<file path="src/rtl/ss_pkg.sv">
// Shared types for the soft-start current limit sequencer.
// Assumes a four-level limit, encoded on two bits.
package ss_pkg;
    typedef enum logic [1:0] {
        SS_IDLE = 2'd0,
        SS_RAMP = 2'd1,
        SS_DONE = 2'd2
    } ss_state_t;

    typedef logic [1:0] ilim_code_t;

    localparam ilim_code_t ILIM_LOWEST  = 2'd0;
    localparam ilim_code_t ILIM_HIGHEST = 2'd3;
endpackage

</file>
<file path="src/rtl/ss_sync.sv">
// Multi-bit synchroniser chain with falling-edge detection.
// Assumes every bit is a slow level signal, so each bit is synchronised on
// its own with no coherence between bits. Reset loads RESET_VAL into every
// stage, so no edge is reported when reset is released.
module ss_sync #(
    parameter int WIDTH     = 2,
    parameter int STAGES    = 2,
    parameter logic [WIDTH-1:0] RESET_VAL = '0
) (
    input  logic             clk,
    input  logic             rst_n,
    input  logic [WIDTH-1:0] async_i,
    output logic [WIDTH-1:0] sync_o,
    output logic [WIDTH-1:0] fall_o
);
    logic [WIDTH-1:0] stg [STAGES];
    logic [WIDTH-1:0] prev_q;

    generate
        for (genvar g = 0; g < STAGES; g++) begin : g_stage
            if (g == 0) begin : g_first
                // First stage: capture the asynchronous input.
                always_ff @(posedge clk) begin
                    if (!rst_n) stg[g] <= RESET_VAL;
                    else        stg[g] <= async_i;
                end
            end else begin : g_next
                // Later stages: move the value one step down the chain.
                always_ff @(posedge clk) begin
                    if (!rst_n) stg[g] <= RESET_VAL;
                    else        stg[g] <= stg[g-1];
                end
            end
        end
    endgenerate

    assign sync_o = stg[STAGES-1];

    // Remember last cycle's synchronised value for edge detection.
    always_ff @(posedge clk) begin
        if (!rst_n) prev_q <= RESET_VAL;
        else        prev_q <= sync_o;
    end

    assign fall_o = prev_q & ~sync_o;
endmodule

</file>
<file path="src/rtl/ss_step_timer.sv">
// Step duration counter. It counts cycles while run_i is high and clears
// when run_i is low or clear_i is high. expire_o flags the last cycle of
// a step. A limit of 0 is treated like a limit of 1.
module ss_step_timer #(
    parameter int CNT_W = 16
) (
    input  logic             clk,
    input  logic             rst_n,
    input  logic             run_i,
    input  logic             clear_i,
    input  logic [CNT_W-1:0] limit_i,
    output logic             expire_o
);
    logic [CNT_W-1:0] cnt_q;
    logic [CNT_W:0]   cnt_plus1;

    assign cnt_plus1 = {1'b0, cnt_q} + {{CNT_W{1'b0}}, 1'b1};
    assign expire_o  = run_i && (cnt_plus1 >= {1'b0, limit_i});

    // Count cycles within the current step; restart at every step change.
    always_ff @(posedge clk) begin
        if (!rst_n)                cnt_q <= '0;
        else if (!run_i || clear_i) cnt_q <= '0;
        else                       cnt_q <= cnt_plus1[CNT_W-1:0];
    end
endmodule

</file>
<file path="src/rtl/ss_seq_fsm.sv">
// Sequencer state machine: idle, ramping through limit levels, and done.
// Assumes its inputs are already synchronised. Shutdown overrides every
// other input.
module ss_seq_fsm
    import ss_pkg::*;
(
    input  logic       clk,
    input  logic       rst_n,
    input  logic       shdn_i,
    input  logic       shdn_fall_i,
    input  logic       supply_ok_i,
    input  logic       step_expire_i,
    input  logic       reg_reached_i,
    output logic       step_adv_o,
    output logic       ramping_o,
    output ilim_code_t level_o
);
    ss_state_t  state_q;
    ilim_code_t level_q;
    logic       start;

    assign start      = shdn_fall_i && supply_ok_i;
    assign ramping_o  = (state_q == SS_RAMP);
    assign step_adv_o = ramping_o && (step_expire_i || reg_reached_i);
    assign level_o    = level_q;

    // Advance the state and the limit level.
    always_ff @(posedge clk) begin
        if (!rst_n || shdn_i) begin
            state_q <= SS_IDLE;
            level_q <= ILIM_LOWEST;
        end else begin
            unique case (state_q)
                SS_IDLE: begin
                    if (start) begin
                        state_q <= SS_RAMP;
                        level_q <= ILIM_LOWEST;
                    end
                end
                SS_RAMP: begin
                    if (step_adv_o) begin
                        if (level_q == ILIM_HIGHEST) state_q <= SS_DONE;
                        else                         level_q <= level_q + 2'd1;
                    end
                end
                SS_DONE: begin
                    level_q <= ILIM_HIGHEST;
                end
                default: begin
                    state_q <= SS_IDLE;
                    level_q <= ILIM_LOWEST;
                end
            endcase
        end
    end
endmodule

</file>
<file path="src/rtl/ss_ilim_seq.sv">
// Top of the soft-start current limit sequencer. It synchronises the
// shutdown and supply-good inputs, times each limit level, and sequences
// the level codes 0..3. reg_reached must already be synchronous to clk.
module ss_ilim_seq
    import ss_pkg::*;
#(
    parameter int CNT_W       = 16,
    parameter int SYNC_STAGES = 2
) (
    input  logic             clk,
    input  logic             rst_n,
    input  logic             shdn_async,
    input  logic             supply_ok_async,
    input  logic             reg_reached,
    input  logic [CNT_W-1:0] step_cycles,
    output logic [1:0]       ilim_code,
    output logic             ss_active
);
    localparam int SYNC_W = 2;
    localparam int IDX_SHDN = 0;
    localparam int IDX_SUP  = 1;
    localparam logic [SYNC_W-1:0] SYNC_RST = 2'b01;

    logic [SYNC_W-1:0] sync_in, sync_lvl, sync_fall;
    logic              shdn_s;
    logic              step_expire;
    logic              step_adv;
    logic              ramping;
    ilim_code_t        level;

    assign sync_in[IDX_SHDN] = shdn_async;
    assign sync_in[IDX_SUP]  = supply_ok_async;
    assign shdn_s            = sync_lvl[IDX_SHDN];

    ss_sync #(
        .WIDTH    (SYNC_W),
        .STAGES   (SYNC_STAGES),
        .RESET_VAL(SYNC_RST)
    ) u_sync (
        .clk    (clk),
        .rst_n  (rst_n),
        .async_i(sync_in),
        .sync_o (sync_lvl),
        .fall_o (sync_fall)
    );

    ss_step_timer #(
        .CNT_W(CNT_W)
    ) u_timer (
        .clk     (clk),
        .rst_n   (rst_n),
        .run_i   (ramping),
        .clear_i (step_adv),
        .limit_i (step_cycles),
        .expire_o(step_expire)
    );

    ss_seq_fsm u_fsm (
        .clk          (clk),
        .rst_n        (rst_n),
        .shdn_i       (shdn_s),
        .shdn_fall_i  (sync_fall[IDX_SHDN]),
        .supply_ok_i  (sync_lvl[IDX_SUP]),
        .step_expire_i(step_expire),
        .reg_reached_i(reg_reached),
        .step_adv_o   (step_adv),
        .ramping_o    (ramping),
        .level_o      (level)
    );

    assign ilim_code = level;
    assign ss_active = ramping;
endmodule

</file>
<file path="config.mk">
export PLATFORM = sky130hd
export DESIGN_NAME = ss_ilim_seq
export DESIGN_NICKNAME = d
export VERILOG_FILES = /design/src/rtl/ss_pkg.sv /design/src/rtl/ss_sync.sv /design/src/rtl/ss_step_timer.sv /design/src/rtl/ss_seq_fsm.sv /design/src/rtl/ss_ilim_seq.sv
export SDC_FILE = /design/constraint.sdc
export NUM_CORES = 1
export LEC_CHECK = 0
export ABC_AREA = 1
export BUFFER_PORTS_ARGS = -buffer_cell sky130_fd_sc_hd__clkbuf_2
export CORE_MARGIN = 3
export CORE_UTILIZATION = 30
export CTS_BUF_LIST = sky130_fd_sc_hd__clkbuf_8
export DETAILED_ROUTE_END_ITERATION = 16
export HOLD_SLACK_MARGIN = 0.1
export PLACE_DENSITY = 0.55
export RECOVER_POWER = 25
export SYNTH_ARGS = -nofsm -noshare
export SYNTH_HDL_FRONTEND = slang
export SYNTH_SLANG_ARGS = --single-unit
export TNS_END_PERCENT = 100
</file>
<file path="constraint.sdc">
create_clock -name clk -period 7.95 [get_ports clk]
set_input_delay 1.59 -clock clk [delete_from_list [all_inputs] [get_ports clk]]
set_output_delay 1.59 -clock clk [all_outputs]
set_load 0.05 [all_outputs]
</file>
==> metrics.txt <==
outcome=finished clean; TritonCTS Sinks=25; Post-Syn Instances=239; minimum clock period=2.95 ns; clock root buffer=clkbuf_8; placed instance area=between 0.0015 and 0.002 mm^2; vias in the first global route=1,296; Layout area overhead=13.8%; Post-CTS Setup Inserts=0; most common cell after layout, fill and taps aside=inv_1; DRT Wirelength=3.01 mm; CTS-repair resized insts=0; starting DRC count in detailed routing=45; Synth top area share=0.291; Slew HR=0.605; post-synthesis average cell area=7.19 um^2; CP cell instances=ha_1 > nand2_1 > nor2_4 > nand2_2 > nor2_2 > nand3_2 > nor3_2 > nand2_1 > xor2_1 > inv_1 > ha_1 > a21oi_1 > o21a_1 > o21ai_2 > nor2_4 > nand3_4 > nor3_1; top area cells in the synthesized netlist=dfxtp_1 (29%), ha_1 (15%), inv_1 (12%); Yosys top cell by area=dfxtp_1; period utilization=0.371; total gr overflow=0; Layout Utilization=0.366; critical-path maximum fanout=16; register area share after synthesis=0.291; share of layout cells above drive strength 1=0.200; row count=26; max_cap viols=0; RSZ-0062 raised after global routing=false; die height=a little over 80 um; DRC viols=0; Cell Pwr Density=between 100 and 150 mW/mm^2; Multi-input gate area=roughly 980 um^2; routed length per placed instance=between 8 and 9 um; Final Wtd Congestion=0.811; GRT Total Usage=0.101; Final #Nets=308; Hold Buf Count CTS=0; Core Area=0.00534 mm^2; Layout Skew=approximately 0.0067 ns; yosys warns=0; Final Max Tran Viols=0; fin area=0.00195 mm^2; I/O pins=24; vias=1,360; placed cells=~330; Yosys reg bits=25; clk_lat worst skew=0.27 ns; Longest Clk Path Bufs=2; crit end category=flip-flop; most frequent cells in the layout=inv_1 (56), nand2_1 (47), nor2_1 (28); Leak Pwr=1.06 nW; Bufs and invs on worst path=1; antenna diode count=0; CTS Buf Count=3; CTS tree=yes; Die ar.=0.00667 mm^2; CP max stage cell=dfxtp_1; slowest stage delay, CP=0.39 ns; Reg area=500 um^2; Worst VDD drop=0.0000608 V; Post-DP HPWL=2.54 mm; post-route insts no fill=between 300 and 400; R2R Setup Slk=about 5 ns; CP startpoint kind=flip-flop; initial antenna violation count=0; first-pass GRT wire length=5.29 mm; Clock transition at path regs=0.09 ns; largest net degree at the start of global routing=17; count of different cell masters after synthesis=28; H-tree depth=1; Post-Syn Nets=between 200 and 300; WP data arrival=about 3.2 ns; final-layout fill cell count=605; Hold Path Class=flip-flop to flip-flop; Port Buffers=23; routed vias/inst=4.06; TritonRoute pass-1 iters=4; kind of critical path=flip-flop to flip-flop; Hold Vio Cnt, Final=0; Setup Total Neg Slack=0 ns; Required @ worst endpoint=8.15 ns; fmax=~0.34 GHz; setup violators final=0; synthesized area=0.00172 mm^2; Largest delay share family, worst path=simple AND/OR/NAND/NOR gates; Initial Util=0.322; die width=81.7 um; Worst-Margin Slew=a little under 0.6 ns; Antenna Violating Nets Remaining=0
cell usage after synthesis (all sizes together):
master	n
xor2	7
ha	21
o21bai	1
xnor2	1
a21o	1
o21a	2
o21ai	5
nor2	37
inv	60
a21oi	7
and3	1
dfxtp	25
buf	1
nor3	5
nor2b	1
nand3	11
nand2	50
nand4	3
path summary, 6_finish.rpt:
path / cells past startpoint / to / startpoint
min: 2 / u_sync.stg[1][0] / u_sync.stg[0][0]
max reg2reg: 17 / u_timer.cnt_q[2] / u_timer.cnt_q[0]
max: 17 / u_timer.cnt_q[2] / u_timer.cnt_q[0]
min reg2reg: 2 / u_sync.stg[1][0] / u_sync.stg[0][0]
flip-flops by register name, summed over array words and instances (netlist names):
signal and cells:
u_fsm.level_o 2, u_fsm.state_q 2, u_sync.prev_q 1, u_sync.stg 4, u_timer.cnt_q 16
cell families after synthesis:
| family | share of synthesized area |
|---|---|
| and+or+nand+nor | 0.320 |
| buffers and inverters | 0.135 |
| DFF | 0.291 |
| adders and majority gates | 0.153 |
| AOI/OAI and AO/OA | 0.0546 |
| xor gates and xnor gates | 0.0452 |
final cells by class:
| class | count | area share |
|---|---|---|
| clock buffers | 3 | 0.0211 |
| clock inverters | 1 | 0.00192 |
| flip-flops and latches | 25 | 0.256 |
| inverters | 60 | 0.115 |
| well taps | 70 | 0.0448 |
| multi-input cells | 153 | 0.504 |
| repair buffers | 23 | 0.0570 |
worst reg2reg max path, stage by stage, from the launching register on:
cell and delay (ns):
dfxtp_1 0.39, ha_1 0.19, nand2_1 0.11, nor2_4 0.12
nand2_2 0.08, nor2_2 0.14, nand3_2 0.10, nor3_2 0.17
nand2_1 0.10, xor2_1 0.21, inv_1 0.07, ha_1 0.29
a21oi_1 0.15, o21a_1 0.15, o21ai_2 0.07, nor2_4 0.16
nand3_4 0.22, nor3_1 0.19
through the flow:
step                      total power, mW  setup slack, ns  hold WS [ns]
after floorplan                     0.137             5.08         0.380
after global placement              0.144             4.86         0.388
after detailed placement            0.144             4.83         0.386
after CTS                           0.219             4.94         0.408
after global routing                0.228             4.59         0.442
final                               0.215             5.00         0.406
layer usage:
layer  track usage  part of all wire  vias to the layer above
met3        0.0132             0.028                        2
met1         0.132              0.52                      572
li1              -                 -                      771
met4        0.0299            0.0090                        0
met5             0                 0                        -
met2         0.173              0.44                       15
power by group:
part | internal (mW) | switching (mW) | leakage [nW]
clock network | 0.0345 | 0.0401 | 0.0269
logic | 0.00671 | 0.00757 | 0.832
registers | 0.126 | 0.000252 | 0.202
total | 0.167 | 0.0479 | 1.06
(Power assumes the default switching activity.)
